==> config.mk <==
export PLATFORM = sky130hd
export DESIGN_NAME = otp_dir_scanner
export DESIGN_NICKNAME = d
export VERILOG_FILES = /design/src/rtl/otp_dir_pkg.sv /design/src/rtl/otp_dir_walker.sv /design/src/rtl/otp_dir_table.sv /design/src/rtl/otp_dir_scanner.sv
export SDC_FILE = /design/constraint.sdc
export NUM_CORES = 1
export LEC_CHECK = 0
export BUFFER_PORTS_ARGS = -buffer_cell sky130_fd_sc_hd__buf_2
export CORE_ASPECT_RATIO = 1.75
export CORE_UTILIZATION = 23
export CTS_BUF_LIST = sky130_fd_sc_hd__clkbuf_2
export CTS_CLUSTER_SIZE = 12
export DETAILED_ROUTE_END_ITERATION = 16
export GPL_TIMING_DRIVEN = 0
export SETUP_SLACK_MARGIN = 0.02
export SLEW_MARGIN = 20
export SYNTH_ARGS = -nofsm -noshare
export SYNTH_HDL_FRONTEND = slang
export SYNTH_SLANG_ARGS = --single-unit
==> constraint.sdc <==
create_clock -name clk -period 4.5 [get_ports clk]
set_input_delay 0.675 -clock clk [delete_from_list [all_inputs] [get_ports clk]]
set_output_delay 0.675 -clock clk [all_outputs]
set_load 0.01 [all_outputs]
==> src/rtl/otp_dir_pkg.sv <==
// Shared constants and types for the OTP packet directory scanner.
// Assumes a 32-bit header word with the payload length in one byte field.
package otp_dir_pkg;

    localparam int HDR_W       = 32;
    localparam int LEN_LSB     = 8;
    localparam int LEN_W       = 8;

    typedef enum logic [1:0] {
        ST_READ = 2'd0,
        ST_WAIT = 2'd1,
        ST_DONE = 2'd2
    } walk_state_t;

    // Extract the payload length field from a header word.
    function automatic logic [LEN_W-1:0] hdr_len(input logic [HDR_W-1:0] w);
        return w[LEN_LSB +: LEN_W];
    endfunction

endpackage

==> src/rtl/otp_dir_walker.sv <==
// Header walker: issues one header read at a time, decodes the length,
// advances the word offset and the byte total, and produces table writes.
// Assumes a read port with exactly one cycle of latency.
module otp_dir_walker
    import otp_dir_pkg::*;
#(
    parameter int MAX_PKT    = 64,
    parameter int AW         = 16,
    parameter int SW         = 16,
    parameter int SIZE_LIMIT = 11264,
    localparam int IDW       = $clog2(MAX_PKT),
    localparam int CW        = $clog2(MAX_PKT + 1)
) (
    input  logic             clk,
    input  logic             rst_n,
    input  logic             start,
    input  logic [LEN_W-1:0] len_in,
    output logic             rd_req,
    output logic [AW-1:0]    rd_addr,
    output logic             rec_we,
    output logic [IDW-1:0]   rec_idx,
    output logic [AW-1:0]    rec_off,
    output logic [CW-1:0]    count,
    output logic [SW-1:0]    total,
    output logic             walk_done,
    output logic             walk_ovf
);

    walk_state_t   state;
    logic [AW-1:0] cur_off;
    logic          limit_hit;
    logic          full;
    logic          len_zero;
    logic [SW-1:0] pkt_bytes;

    // Decode the walk conditions from current state and header length.
    always_comb begin
        limit_hit = (total >= SW'(SIZE_LIMIT));
        full      = (count == CW'(MAX_PKT));
        len_zero  = (len_in == '0);
        pkt_bytes = (SW'(len_in) + SW'(1)) << 2;
    end

    // Drive the read port and the table write from the state.
    always_comb begin
        rd_req    = (state == ST_READ) && !limit_hit;
        rd_addr   = cur_off;
        rec_we    = (state == ST_WAIT) && !len_zero && !full && !start;
        rec_idx   = IDW'(count);
        rec_off   = cur_off;
        walk_done = (state == ST_DONE);
    end

    // Walk sequencer with offset, count, total and overflow registers.
    always_ff @(posedge clk) begin
        if (!rst_n || start) begin
            state    <= ST_READ;
            cur_off  <= '0;
            count    <= '0;
            total    <= '0;
            walk_ovf <= 1'b0;
        end else begin
            case (state)
                ST_READ: begin
                    state <= limit_hit ? ST_DONE : ST_WAIT;
                end
                ST_WAIT: begin
                    if (len_zero) begin
                        state <= ST_DONE;
                    end else if (full) begin
                        walk_ovf <= 1'b1;
                        state    <= ST_DONE;
                    end else begin
                        count   <= count + CW'(1);
                        total   <= total + pkt_bytes;
                        cur_off <= cur_off + AW'(len_in) + AW'(2);
                        state   <= ST_READ;
                    end
                end
                default: begin
                    state <= ST_DONE;
                end
            endcase
        end
    end

endmodule

==> src/rtl/otp_dir_table.sv <==
// Packet directory storage and lookup: one offset register per packet ID,
// written by the walker, read combinationally by ID once the walk is done.
// Assumes entries at or above the count are stale and must not be returned.
module otp_dir_table #(
    parameter int MAX_PKT = 64,
    parameter int AW      = 16,
    localparam int IDW    = $clog2(MAX_PKT),
    localparam int CW     = $clog2(MAX_PKT + 1)
) (
    input  logic           clk,
    input  logic           rec_we,
    input  logic [IDW-1:0] rec_idx,
    input  logic [AW-1:0]  rec_off,
    input  logic           walk_done,
    input  logic [CW-1:0]  count,
    input  logic [IDW-1:0] lk_id,
    output logic           lk_valid,
    output logic [AW-1:0]  lk_offset
);

    logic [MAX_PKT*AW-1:0] flat;

    for (genvar i = 0; i < MAX_PKT; i++) begin : g_entry
        logic [AW-1:0] q;
        // Capture the packet start offset when this entry is addressed.
        always_ff @(posedge clk) begin
            if (rec_we && (rec_idx == IDW'(i))) begin
                q <= rec_off;
            end
        end
        assign flat[i*AW +: AW] = q;
    end

    // Gate the lookup with completion and the recorded count.
    always_comb begin
        lk_valid  = walk_done && (CW'(lk_id) < count);
        lk_offset = lk_valid ? flat[lk_id*AW +: AW] : '0;
    end

endmodule

==> src/rtl/otp_dir_scanner.sv <==
// Top of the OTP packet directory scanner: joins the header walker to the
// directory table and exposes the read port, lookup port and status.
// Assumes the attached memory returns a header word one cycle after a read.
module otp_dir_scanner
    import otp_dir_pkg::*;
#(
    parameter int MAX_PKT    = 64,
    parameter int AW         = 16,
    parameter int SW         = 16,
    parameter int SIZE_LIMIT = 11264,
    localparam int IDW       = $clog2(MAX_PKT),
    localparam int CW        = $clog2(MAX_PKT + 1)
) (
    input  logic             clk,
    input  logic             rst_n,
    input  logic             start,
    output logic             rom_rd,
    output logic [AW-1:0]    rom_addr,
    input  logic [HDR_W-1:0] rom_data,
    input  logic [IDW-1:0]   lk_id,
    output logic             lk_valid,
    output logic [AW-1:0]    lk_offset,
    output logic [CW-1:0]    pkt_count,
    output logic [SW-1:0]    total_bytes,
    output logic             done,
    output logic             overflow
);

    logic             rec_we;
    logic [IDW-1:0]   rec_idx;
    logic [AW-1:0]    rec_off;
    logic [LEN_W-1:0] hdr_length;
    logic             unused_hdr_bits;

    // Pick the length field out of the header word; the rest is ignored.
    always_comb begin
        hdr_length      = hdr_len(rom_data);
        unused_hdr_bits = ^{rom_data[HDR_W-1:LEN_LSB+LEN_W], rom_data[LEN_LSB-1:0]};
    end

    otp_dir_walker #(
        .MAX_PKT(MAX_PKT), .AW(AW), .SW(SW), .SIZE_LIMIT(SIZE_LIMIT)
    ) u_walker (
        .clk       (clk),
        .rst_n     (rst_n),
        .start     (start),
        .len_in    (hdr_length),
        .rd_req    (rom_rd),
        .rd_addr   (rom_addr),
        .rec_we    (rec_we),
        .rec_idx   (rec_idx),
        .rec_off   (rec_off),
        .count     (pkt_count),
        .total     (total_bytes),
        .walk_done (done),
        .walk_ovf  (overflow)
    );

    otp_dir_table #(
        .MAX_PKT(MAX_PKT), .AW(AW)
    ) u_table (
        .clk       (clk),
        .rec_we    (rec_we),
        .rec_idx   (rec_idx),
        .rec_off   (rec_off),
        .walk_done (done),
        .count     (pkt_count),
        .lk_id     (lk_id),
        .lk_valid  (lk_valid),
        .lk_offset (lk_offset)
    );

endmodule

== Word-level counts from Yosys, hierarchy flattened ==
Cells that the tools add are included.

* Output and inout bits: 59
* Bits of input ports: 41
* Register bits: 1066
* Word-level logic and storage cells: 230

* Bitwise logic cells: 2
* Mux-type cells: 5
* Add/sub/neg operators: 5
* Equality and inequality tests: 66
* $lt $le $gt $ge: 2
* Reductions and logical operators: 80
* Shift operators: 1

{| class="wikitable"
|+ Operator list
! cell !! count
|-
| $shiftx 1024x11->16 || 1
|-
| $eq 6x6->1 const B || 32
|-
| $eq 6x5->1 const B || 16
|-
| $logic_and 1x1->1 || 69
|-
| $eq 6x4->1 const B || 8
|-
| $eq 6x3->1 const B || 4
|-
| $add 16x16->16 || 1
|-
| $add 16x2->16 const B || 1
|-
| $add 16x8->16 || 1
|-
| $ge 16x14->1 const B || 1
|-
| $mux 16 || 1
|-
| $eq 6x2->1 const B || 2
|-
| $add 8x1->9 const B || 1
|-
| $logic_not 8->1 || 1
|-
| $add 7x1->7 const B || 1
|-
| $eq 7x7->1 const B || 1
|-
| $lt 6x7->1 || 1
|-
| $eq 6x1->1 const B || 1
|-
| $logic_not 6->1 || 1
|-
| $mux 2 || 3
|-
| $reduce_and 3->1 || 2
|-
| $logic_not 1->1 || 5
|-
| $pmux 2 s2 || 1
|-
| $eq 2x1->1 const B || 1
|-
| 4 further kinds || 5
|}

== Longest topological paths before layout ==
Gate-level depths: netlist of run 1.

* Depth in word-level cells: 6
* Depth in mapped cells: 11
* Mapped depth without buffers: 11

== Hierarchy ==
From an unflattened synthesis of run 1, not the netlist that was laid out.

* Cells, all modules: 2205
* Area total of the unflattened synthesis: 42684.7 um2

{| class="wikitable"
|+ Modules (own cells, without submodules)
! module !! times used !! cells each !! area each (um2) !! seq. area each (um2)
|-
| otp_dir_table || 1 || 1850 || 39661.8 || 30749.5
|-
| otp_dir_walker || 1 || 355 || 3022.9 || 800.8
|}

== Worst setup path after synthesis of run 1 ==
OpenSTA, ideal clock, no wires.

* Kind: register to register
* Start point: register u_walker.cur_off[1], in the netlist u_walker.rd_addr[1]
* End point: register u_walker.cur_off[15], in the netlist u_walker.rd_addr[15]
* Path buffers: 0
* Arrival: 3.280 ns
* Setup time: 0.071 ns
* Setup slack: 1.149 ns
* Stages on the path, launching flop included: 12
* Clock period less this slack: 3.351 ns
* Required time: 4.429 ns
* Cells stage by stage: dfxtp_1 inv_1 ha_1 inv_1 ha_1 inv_1 fa_1 nor2b_1 o2111a_1 o31ai_1 or4_1 a21oi_1

* Word-level cells in the longest chain between the ends: 2

{| class="wikitable"
|+ RTL lines
! what !! line !! text
|-
| start: declaration || otp_dir_walker.sv:30 || <nowiki>logic [AW-1:0] cur_off;</nowiki>
|-
| start signal: assignment || otp_dir_walker.sv:76 || <nowiki>cur_off <= cur_off + AW'(len_in) + AW'(2);</nowiki>
|-
| $add 16x8->16 || otp_dir_walker.sv:76 ||
|-
| $add 16x2->16 || otp_dir_walker.sv:76 ||
|}

No other way between the ends.
A chain may end at the register's enable or synchronous reset.

== Final worst setup path of run 1 ==
* Start point: input lk_id[2]
* End point: output lk_offset[8]

* Word-level cells in the longest chain between the ends: 3
* Elaborated cells between the ends (all ways): 4
* Classes of those cells: order compare: 1; shift: 1; mux: 1; reduce/logical: 1

{| class="wikitable"
|+ RTL lines
! what !! line !! text
|-
| start: declaration || otp_dir_scanner.sv:20 || <nowiki>input logic [IDW-1:0] lk_id,</nowiki>
|-
| parallel branches: the longest is 2 deep, another holds $shiftx 1024x11->16 || n/a ||
|-
| $mux 16 (*) || otp_dir_table.sv:37 || <nowiki>lk_offset = lk_valid ? flat[lk_id*AW +: AW] : '0;</nowiki>
|-
| end: declaration || otp_dir_scanner.sv:22 || <nowiki>output logic [AW-1:0] lk_offset,</nowiki>
|}

Every way passes the cells marked *.

==> flow_summary.json, run 1 <==
{
  "status": "finished with violations",
  "final_common_cell": "edfxtp_1",
  "clkTransAtPathRegs_ns": 0.10,
  "synth_top_family_by_area": "multiplexers",
  "fp.dieArea_sq_um": 183000,
  "dp_slack_ns": -0.627,
  "reg2reg_slack_ns": 1.12,
  "total_leakage_power_uw": 0.0154,
  "fp.coreArea_sq_um": 180000,
  "syn_inst": 2014,
  "cts-htree-levels": 4,
  "synth_area_leaders": "edfxtp_1 74%, mux4_2 14%, a22oi_1 2.2%",
  "synth_mux_area_share_pct": 14.0,
  "holdPathEnd": "u_walker.rd_addr[0]$_SDFFE_PP0P_",
  "cts_buffers": 213,
  "dp.cells": 4552,
  "yosys.area.top_type": "edfxtp_1",
  "power_uw": 17300,
  "ys_warn_count": 0,
  "track_usage_pct": 13.0,
  "final_cells": 4948,
  "dr.pass1.iters": 6,
  "ant_nets": 0,
  "fin_hold_ws_ns": 0.356,
  "cap_violations": 0,
  "synth_edf_count": 1024,
  "drcViolationCount": 0,
  "rsz0062_at_grt": "yes",
  "netlist_area_sq_um": 41700,
  "hold_depth": 5,
  "start_util_pct": 23.2,
  "setup_viol": 2,
  "dr_wl_met3_mm": 5.91,
  "ios": 100,
  "fp.dieW_um": 324,
  "ys_seq_elements": 1064,
  "yosys.area_share.adder_pct": 1.21,
  "ys_async_sr_fraction_pct": 0,
  "slew_violations": 0,
  "cts_root_buf": "clkbuf_2",
  "drt_iter0_markers": 1594,
  "area_growth_pct": 17.0,
  "r2r-start": "u_walker.count[0]$_SDFFE_PP0P_",
  "grt_max_degree": 69,
  "dieHeight_um": 565,
  "post-dp-hpwl_mm": 84.7,
  "worst_slack_ns": -0.0199,
  "hold_class": "in -> reg",
  "cts_tree": "done",
  "synth_xor_area_share_pct": 0.357,
  "ir_drop_uv": 203,
  "power_density_nw_per_um2": 354,
  "clock-sinks": 1064,
  "relSlewSlack_pct": 29.5,
  "tightest_slew_ns": 1.05,
  "antenna_found_initial": 4,
  "postPlaceCellArea_sq_um": 46400,
  "worstPathMaxFanout": 10,
  "synth_cell_types": 67,
  "synth-simple-area-share_pct": 3.19,
  "final_cell_mix": "1024 x edfxtp_1, 289 x clkbuf_2, 256 x mux4_2",
  "gp_congestion": 0.892,
  "worstHoldStart": "rom_data[8]",
  "synthFlopType": "edfxtp_1",
  "required_ns": 3.83,
  "crit_arrival_ns": 3.84,
  "worstRegToRegCells": 8,
  "clk_latency_ns": 1.42,
  "totalWireLength_mm": 120,
  "cp-end-kind": "output pin",
  "grt_pass1_vias": 23700,
  "synth_compound_area_share_pct": 4.16,
  "startpoint_type": "input pin",
  "wl_met2_mm": 65.2,
  "fin_area_sq_um": 48800,
  "ys_seq_area_share_pct": 75.6,
  "drive_gt1_share_pct": 36.6,
  "finalCriticalPeriod_ns": 4.52,
  "max_freq_mhz": 221,
  "hold_violations": 0,
  "final.period_utilization_pct": 100,
  "port_buffers": 72,
  "wire_per_inst_um": 24.2,
  "grt_overflow_total": 0,
  "wl_met1_mm": 39.6,
  "grt_pass1_wl_mm": 169,
  "reg2reg_to": "u_table.g_entry[10].q[13]$_DFFE_PP_",
  "layout.nets": 2473,
  "clk_path_buf_depth": 3,
  "rows": 206,
  "yosysTopAreaCellShare_pct": 73.7,
  "vias": 22100,
  "violations": "setup timing",
  "syn_avg_cell_area_sq_um": 20.7,
  "routed.top_layer": "met4",
  "via_per_inst": 4.46,
  "final.setup_skew_ns": 0.119,
  "path_class": "in -> out"
}
how the worst max path moves through the flow:
stage / from / to
finish: lk_id[2] / lk_offset[8]
global route: u_table.g_entry[30].q[8]$_DFFE_PP_ / lk_offset[8]
global placement: lk_id[2] / lk_offset[8]
floorplan: u_walker.rd_addr[1]$_SDFFE_PP0P_ / u_walker.rd_addr[15]$_SDFFE_PP0P_
CTS: u_table.g_entry[31].q[8]$_DFFE_PP_ / lk_offset[8]
detailed placement: lk_id[2] / lk_offset[8]
routing by layer:
metal,track usage [%],vias up
li1,-,9384
met1,12.8,11500
met2,24.4,868
met3,2.04,262
met4,9.63,0
met5,0,-
flip-flops by register name (all words and copies together), names as in the netlist:
name / flops
u_walker.total: 14
u_walker.rd_addr: 16
u_walker.count: 7
u_walker.state: 2
u_walker.walk_ovf: 1
u_table.g_entry.q: 1024
power breakdown:
group,internal (uW),switching (uW),total (uW)
clock network,1970,3690,5660
registers,10700,22.8,10700
logic,330,546,876
through the flow:
step	utilization [%]	setup TNS, ns
after floorplan	-	0
after global placement	25.0	-10.99
after detailed placement	25.8	-7.14
after CTS	27.1	0
after global routing	27.1	-0.0563
final	27.1	-0.0375
cells by family (layout without fill, tap and decap cells):
family / after synthesis / in the layout
AO/OA/AOI/OAI: 235 / 235
buffers and inverters: 128 / 667
multiplexers: 264 / 264
AND/OR/NAND/NOR: 266 / 266
other: 1 / 4
XOR/XNOR: 17 / 17
adder cells (fa/ha/maj): 39 / 39
flip-flops: 1064 / 1064
Yosys cell counts (3+ instances only):
master and n:
a21oi_1 31, mux4_2 256, and3_1 7, nor3b_1 4
nor2b_1 3, nand2_1 55, a21o_1 6, buf_2 57
nand2b_1 5, inv_1 22, o211ai_1 4, o31ai_1 5
clkbuf_1 36, a22oi_1 122, nand4_1 39, edfxtp_1 1024
or3_1 8, o21ai_0 16, and2_1 3, ha_1 37
mux2i_1 7, a211oi_2 4, buf_4 10, xor2_1 6
nor2_1 89, a22o_1 16, nor3_1 7, nand3_1 21
xnor2_1 11, dfxtp_1 40, o21bai_1 7, or4_1 10
worst max-delay path, cell delays in order:
cell	delay (ns)
buf_2	0.13
clkbuf_1	0.46
buf_4	0.37
clkbuf_2	0.36
mux4_2	0.40
a22oi_2	0.60
nand4_1	0.34
a22o_1	0.32
buf_6	0.14
timing repair:
| action | CTS | global route |
|---|---|---|
| gates resized for setup | 71 | 14 |
| cloned | 0 | 0 |
| hold buffers | 14 | 0 |
| endpoints found under the setup margin | 16 | 13 |
| buffers inserted | 4 | 0 |
| pin swaps | 5 | 2 |
| hold endpoints to repair | 117 | 0 |
cell type report:
type,count,area [sq um]
diodes,2,5.00
plain buffers,105,556
clock buffers,282,1410
clock inverters,94,508
fillers,18200,131000
inverters,23,86.3
multi-input cells,823,10000
flip-flops and latches,1064,31600
well taps,2392,2990
repair buffers,163,1620
No activity file was read; power rests on OpenSTA's default activity.
==> run 2, diff against run 1 <==
Clock period 4.5 ns to 3.6 ns, I/O delays scaled along.
==> flow_summary.json, run 2 (synthesis results as in run 1) <==
{
  "status": "finished with violations",
  "violations": "setup timing",
  "hold_violations": 0,
  "regMostFlops": "u_table.g_entry.q",
  "cp-end-kind": "output pin",
  "max_freq_mhz": 229,
  "port_buffers": 72,
  "holdPathEnd": "u_walker.total[2]$_SDFFE_PP0P_",
  "final.period_utilization_pct": 121,
  "wire_per_inst_um": 24.2,
  "final_cells": 4958,
  "slew_violations": 0,
  "clk_latency_ns": 1.40,
  "cts_tree": "done",
  "cts-htree-levels": 4,
  "utilization_pct": 27.3,
  "grt_pass1_wl_mm": 169,
  "start_util_pct": 23.2,
  "dr.pass1.iters": 5,
  "relSlewSlack_pct": 34.2,
  "drt_iter0_markers": 1649,
  "via_per_inst": 4.48,
  "grt_overflow_total": 0,
  "grt_max_degree": 69,
  "power_density_nw_per_um2": 439,
  "reg2reg_to": "u_table.g_entry[10].q[13]$_DFFE_PP_",
  "post-dp-hpwl_mm": 84.7,
  "r2r-start": "u_walker.count[0]$_SDFFE_PP0P_",
  "cap_violations": 0,
  "fp.dieW_um": 324,
  "cts_buffers": 213,
  "startpoint_type": "input pin",
  "area_growth_pct": 17.9,
  "rows": 206,
  "worst_path_largest_cell_delay_ns": 0.62,
  "drive_gt1_share_pct": 37.7,
  "dieHeight_um": 565,
  "final.setup_skew_ns": 0.109,
  "fp.dieArea_sq_um": 183000,
  "worstRegToRegCells": 8,
  "total_leakage_power_uw": 0.0156,
  "fin_hold_ws_ns": 0.278,
  "rsz0062_at_grt": "yes",
  "crit_arrival_ns": 3.82,
  "path_delay_family": "buffers and inverters",
  "grt_pass1_vias": 23700,
  "final_common_cell": "edfxtp_1",
  "antenna_found_initial": 1,
  "ant_nets": 0,
  "ir_drop_uv": 252,
  "clkTransAtPathRegs_ns": 0.12,
  "layout.nets": 2483,
  "finalSetupTns_ns": -7.91,
  "clk_path_buf_depth": 3,
  "reg2reg_slack_ns": 0.21,
  "tightest_slew_ns": 0.985,
  "drcViolationCount": 0,
  "worstPathMaxFanout": 10,
  "clock-sinks": 1064,
  "gp_congestion": 0.892,
  "hold_class": "in -> reg",
  "totalWireLength_mm": 120,
  "crit_chain": "buf_2, clkbuf_1, clkbuf_4, clkbuf_2, mux4_2, a22oi_2, nand4_1, a22o_1, buf_6",
  "critPathBufInv": 5,
  "cts_root_buf": "clkbuf_2",
  "cpMaxStageDelayCell": "a22oi_2",
  "worst_slack_ns": -0.758,
  "hold_depth": 6,
  "fp.coreArea_sq_um": 180000,
  "required_ns": 3.06,
  "final_cell_mix": "1024 x edfxtp_1, 288 x clkbuf_2, 256 x mux4_2",
  "path_class": "in -> out",
  "worstHoldStart": "rom_data[8]",
  "track_usage_pct": 13.1,
  "largest_reg_flops": 1024,
  "dp.cells": 4552,
  "ios": 100,
  "vias": 22200,
  "setup_viol": 16,
  "finalCriticalPeriod_ns": 4.36
}
## run 2: routing by layer
layer  share of wire [%]  wire, um  track usage [%]  vias to the layer above
li1                    -         -                -                     9405
met1                  34     40300             12.9                    11700
met2                  55     65700             24.5                      819
met3                 4.2      5090             2.01                      261
met4                 7.6      9100             9.50                        0
met5                   0         0                0                        -
## run 2: worst max path at each step
stage                                                    to  cells past startpoint                          startpoint
after floorplan           u_walker.rd_addr[15]$_SDFFE_PP0P_                     11    u_walker.rd_addr[1]$_SDFFE_PP0P_
after global placement    u_walker.rd_addr[13]$_SDFFE_PP0P_                     11    u_walker.rd_addr[1]$_SDFFE_PP0P_
after detailed placement                       lk_offset[8]                      9                            lk_id[2]
after CTS                                      lk_offset[8]                      5  u_table.g_entry[31].q[8]$_DFFE_PP_
after global routing                           lk_offset[8]                      5  u_table.g_entry[25].q[8]$_DFFE_PP_
final                                          lk_offset[8]                      9                            lk_id[2]
## run 2: worst reg2reg max path, cell delays in order, from the launching register on
cell,delay [ns]
dfxtp_1,0.52
inv_1,0.13
ha_1,0.36
and4_4,0.26
nor2_2,0.33
nand3b_2,0.35
buf_4,0.33
nor2_2,0.56
buf_6,0.25
## run 2: timing repair
| item | CTS | global route |
|---|---|---|
| buffers inserted | 6 | 1 |
| setup endpoints to repair | 17 | 16 |
| resized for setup | 116 | 34 |
| pin swaps | 27 | 12 |
| hold buffers | 21 | 0 |
| endpoints found under the hold margin | 283 | 0 |
## run 2: power breakdown
group | switching [uW] | internal [uW] | total, uW | leakage (uW)
clock | 4600 | 2470 | 7060 | 0.00142
combinational | 698 | 433 | 1130 | 0.00435
sequential | 28.3 | 13400 | 13400 | 0.00979
## run 2: through the flow
stage | power (uW) | worst slack, ns | cell area [sq um]
3_3_place_gp | 14800 | -1.45 | 45100
4_1_cts | 21800 | -0.727 | 49000
6_report | 21600 | -0.758 | 49200
3_5_place_dp | 14800 | -1.26 | 46400
2_1_floorplan | 14300 | 0.249 | 41700
5_1_grt | 22300 | -0.831 | 49200
## run 2: cell type report
cell class / count / area (sq um)
fill: 18200 / 131000
sequential: 1064 / 31600
inverter: 23 / 86.3
antenna: 2 / 5.00
tap: 2392 / 2990
timing repair buffer: 173 / 1790
clock buffer: 282 / 1410
buffer: 105 / 589
multi-input combinational: 823 / 10200
clock inverter: 94 / 508
==> run 3, diff against run 2 <==
Settings changed: ABC_AREA set to 1, BUFFER_PORTS_ARGS -buffer_cell sky130_fd_sc_hd__buf_2 to -buffer_cell sky130_fd_sc_hd__buf_4, CTS_CLUSTER_DIAMETER set to 80.
==> flow_summary.json, run 3 <==
{
  "synth_common_cells": "1400 x nand2_1, 1024 x edfxtp_1, 798 x nand3_1, 637 x inv_1, 165 x nor2_1",
  "dieHeight_um": 600,
  "ios": 100,
  "track_usage_pct": 18.0,
  "finalSetupTns_ns": -5.69,
  "worst_slack_ns": -0.381,
  "ant_nets": 0,
  "ys_async_sr_fraction_pct": 0,
  "tightest_slew_ns": 1.09,
  "path_class": "reg -> out",
  "largest_reg_flops": 1024,
  "path_delay_family": "buffers and inverters",
  "synth_area_leaders": "edfxtp_1 65%, nand2_1 11%, nand3_1 8.5%",
  "clk_path_buf_depth": 3,
  "cpMaxStageDelayCell": "dfxtp_4",
  "fill_cells": 21100,
  "drive_gt1_share_pct": 13.5,
  "violations": "setup timing",
  "cts_buffers": 98,
  "drcViolationCount": 0,
  "ys_warn_count": 0,
  "grt_pass1_vias": 33600,
  "cts_root_buf": "clkbuf_2",
  "slew_violations": 0,
  "rows": 219,
  "final.setup_skew_ns": 0.175,
  "start_util_pct": 23.1,
  "yosys.area.top_type": "edfxtp_1",
  "max_freq_mhz": 251,
  "critical_path_depth": 10,
  "cp-end-kind": "output pin",
  "cts_tree": "done",
  "final_common_cell": "nand2_1",
  "final_cells": 7554,
  "worstPathMaxFanout": 7,
  "worstRegToRegCells": 9,
  "synth_edf_count": 1024,
  "crit_arrival_ns": 3.44,
  "clkTransAtPathRegs_ns": 0.25,
  "regMostFlops": "u_table.g_entry.q",
  "worst_path_most_repeated_cell": "buf_6",
  "finalCriticalPeriod_ns": 3.98,
  "rsz0062_at_grt": "yes",
  "netlist_area_sq_um": 47000,
  "ys_seq_area_share_pct": 67.2,
  "gp_congestion": 0.996,
  "wire_per_inst_um": 25.0,
  "power_density_nw_per_um2": 376,
  "hold_violations": 0,
  "clk_latency_ns": 1.51,
  "final_cell_mix": "1378 x nand2_1, 1024 x edfxtp_1, 787 x nand3_1",
  "grt_max_degree": 50,
  "total_leakage_power_uw": 0.0218,
  "worst_path_largest_cell_delay_ns": 0.42,
  "startpoint_type": "register",
  "power_uw": 20500,
  "ir_drop_uv": 247,
  "hold_class": "in -> reg",
  "via_per_inst": 4.57,
  "critPathBufInv": 4,
  "cap_violations": 0,
  "hold_depth": 6,
  "synthFlopType": "edfxtp_1",
  "grt_pass1_wl_mm": 257,
  "status": "finished with violations",
  "required_ns": 3.06,
  "synth_cell_types": 35,
  "port_buffers": 73,
  "fp.dieArea_sq_um": 206000,
  "totalWireLength_mm": 189,
  "reg2reg_slack_ns": 0.20,
  "dr.pass1.iters": 6,
  "ys_seq_elements": 1064,
  "postPlaceCellArea_sq_um": 52700,
  "antenna_found_initial": 7,
  "dp.cells": 7369,
  "cts-htree-levels": 3,
  "fin_hold_ws_ns": 0.144,
  "fp.coreArea_sq_um": 203000,
  "final.period_utilization_pct": 111,
  "fp.dieW_um": 344,
  "syn_inst": 4584,
  "yosysTopAreaCellShare_pct": 65.5,
  "area_growth_pct": 16.0,
  "grt_overflow_total": 0,
  "post-dp-hpwl_mm": 138,
  "layout.nets": 4948,
  "setup_viol": 17,
  "syn_avg_cell_area_sq_um": 10.2,
  "clock-sinks": 1064,
  "fin_area_sq_um": 54500,
  "crit_chain": "clkinvlp_4, ha_4, a21oi_2, o21ai_2, nor4_4, buf_6, buf_12, nand2_4, nor2_4, buf_6",
  "yosysMostFrequentCell": "nand2_1",
  "relSlewSlack_pct": 27.5,
  "vias": 34600,
  "drt_iter0_markers": 3384
}
==> run 3: changes by cell type after synthesis, sizes merged, moves of 10 or more <==
| cell | before | now |
|---|---|---|
| nand2 | 56 | 1402 |
| nand3 | 22 | 801 |
| inv | 23 | 639 |
| mux4 | 256 | 0 |
| a22oi | 122 | 0 |
| or2 | 0 | 104 |
| nor2 | 90 | 170 |
| clkbuf | 36 | 106 |
| buf | 69 | 130 |
| nand4 | 39 | 6 |
| o21ai | 16 | 35 |
| a21oi | 32 | 48 |
| a22o | 16 | 0 |
| or4 | 10 | 0 |
==> run 3: path summary, 6_finish.rpt <==
check / start / end
max: u_walker.count[4]$_SDFFE_PP0P_ / lk_offset[5]
min reg2reg: u_walker.total[2]$_SDFFE_PP0P_ / u_walker.total[2]$_SDFFE_PP0P_
max reg2reg: u_walker.count[0]$_SDFFE_PP0P_ / u_table.g_entry[40].q[1]$_DFFE_PP_
min: rom_data[8] / u_walker.total[2]$_SDFFE_PP0P_
==> run 3: cells by family after synthesis <==
| family | count (synthesis) | synth area share, % |
|---|---|---|
| adder cells (fa/ha/maj) | 39 | 1.07 |
| other | 1 | 0.00798 |
| AND/OR/NAND/NOR | 2495 | 22.9 |
| flip-flops | 1064 | 67.2 |
| buffers and inverters | 875 | 7.47 |
| XOR/XNOR | 19 | 0.354 |
| AO/OA/AOI/OAI | 91 | 1.01 |
==> run 3: per-stage QoR <==
stage	setup slack, ns	util [%]
floorplan	0.269	-
global placement	-2.19	25.0
detailed placement	-0.768	25.9
CTS	-0.432	26.7
global route	-0.454	26.8
finish	-0.381	26.8
==> run 3: routing by layer <==
metal / track usage (%) / vias up / part of all wire [%]
met4: 18.2 / 0 / 12
met2: 32.2 / 1627 / 50
met3: 2.18 / 521 / 5.7
li1: - / 15600 / -
met1: 17.4 / 16900 / 32
met5: 0 / - / 0
==> run 3: repair_timing <==
action,CTS,global route
gates cloned,1,0
hold buffers,24,0
pin swaps,32,23
setup endpoints to repair,27,63
setup buffers,15,13
endpoints found under the hold margin,319,0
resized for setup,120,27
==> run 3: power breakdown <==
part | internal [uW] | switching, uW
logic | 495 | 1470
clock network | 1090 | 4010
registers | 13400 | 37.1
total | 15000 | 5510
==> run 3: final cells by class <==
cell class              instances  area [sq um]  share of cell area (%)
flip-flops and latches       1064         31600                    58.0
multi-input cells            2646         12800                    23.4
well taps                    2652          3320                    6.09
repair buffers                183          2520                    4.62
inverters                     639          2410                    4.42
plain buffers                 236          1130                    2.08
clock buffers                 118           591                    1.08
clock inverters                 8           131                   0.241
diodes                          8          20.0                  0.0367
==> run 3: worst reg2reg max path, cell delays in order, from the launching register on <==
cell      delay (ns)
dfxtp_1         0.49
inv_1           0.14
ha_1            0.31
nand2_4         0.26
nor2_2          0.11
nand3b_4        0.28
nor2_8          0.21
nand3_4         0.24
buf_6           0.27
nor2_4          0.63
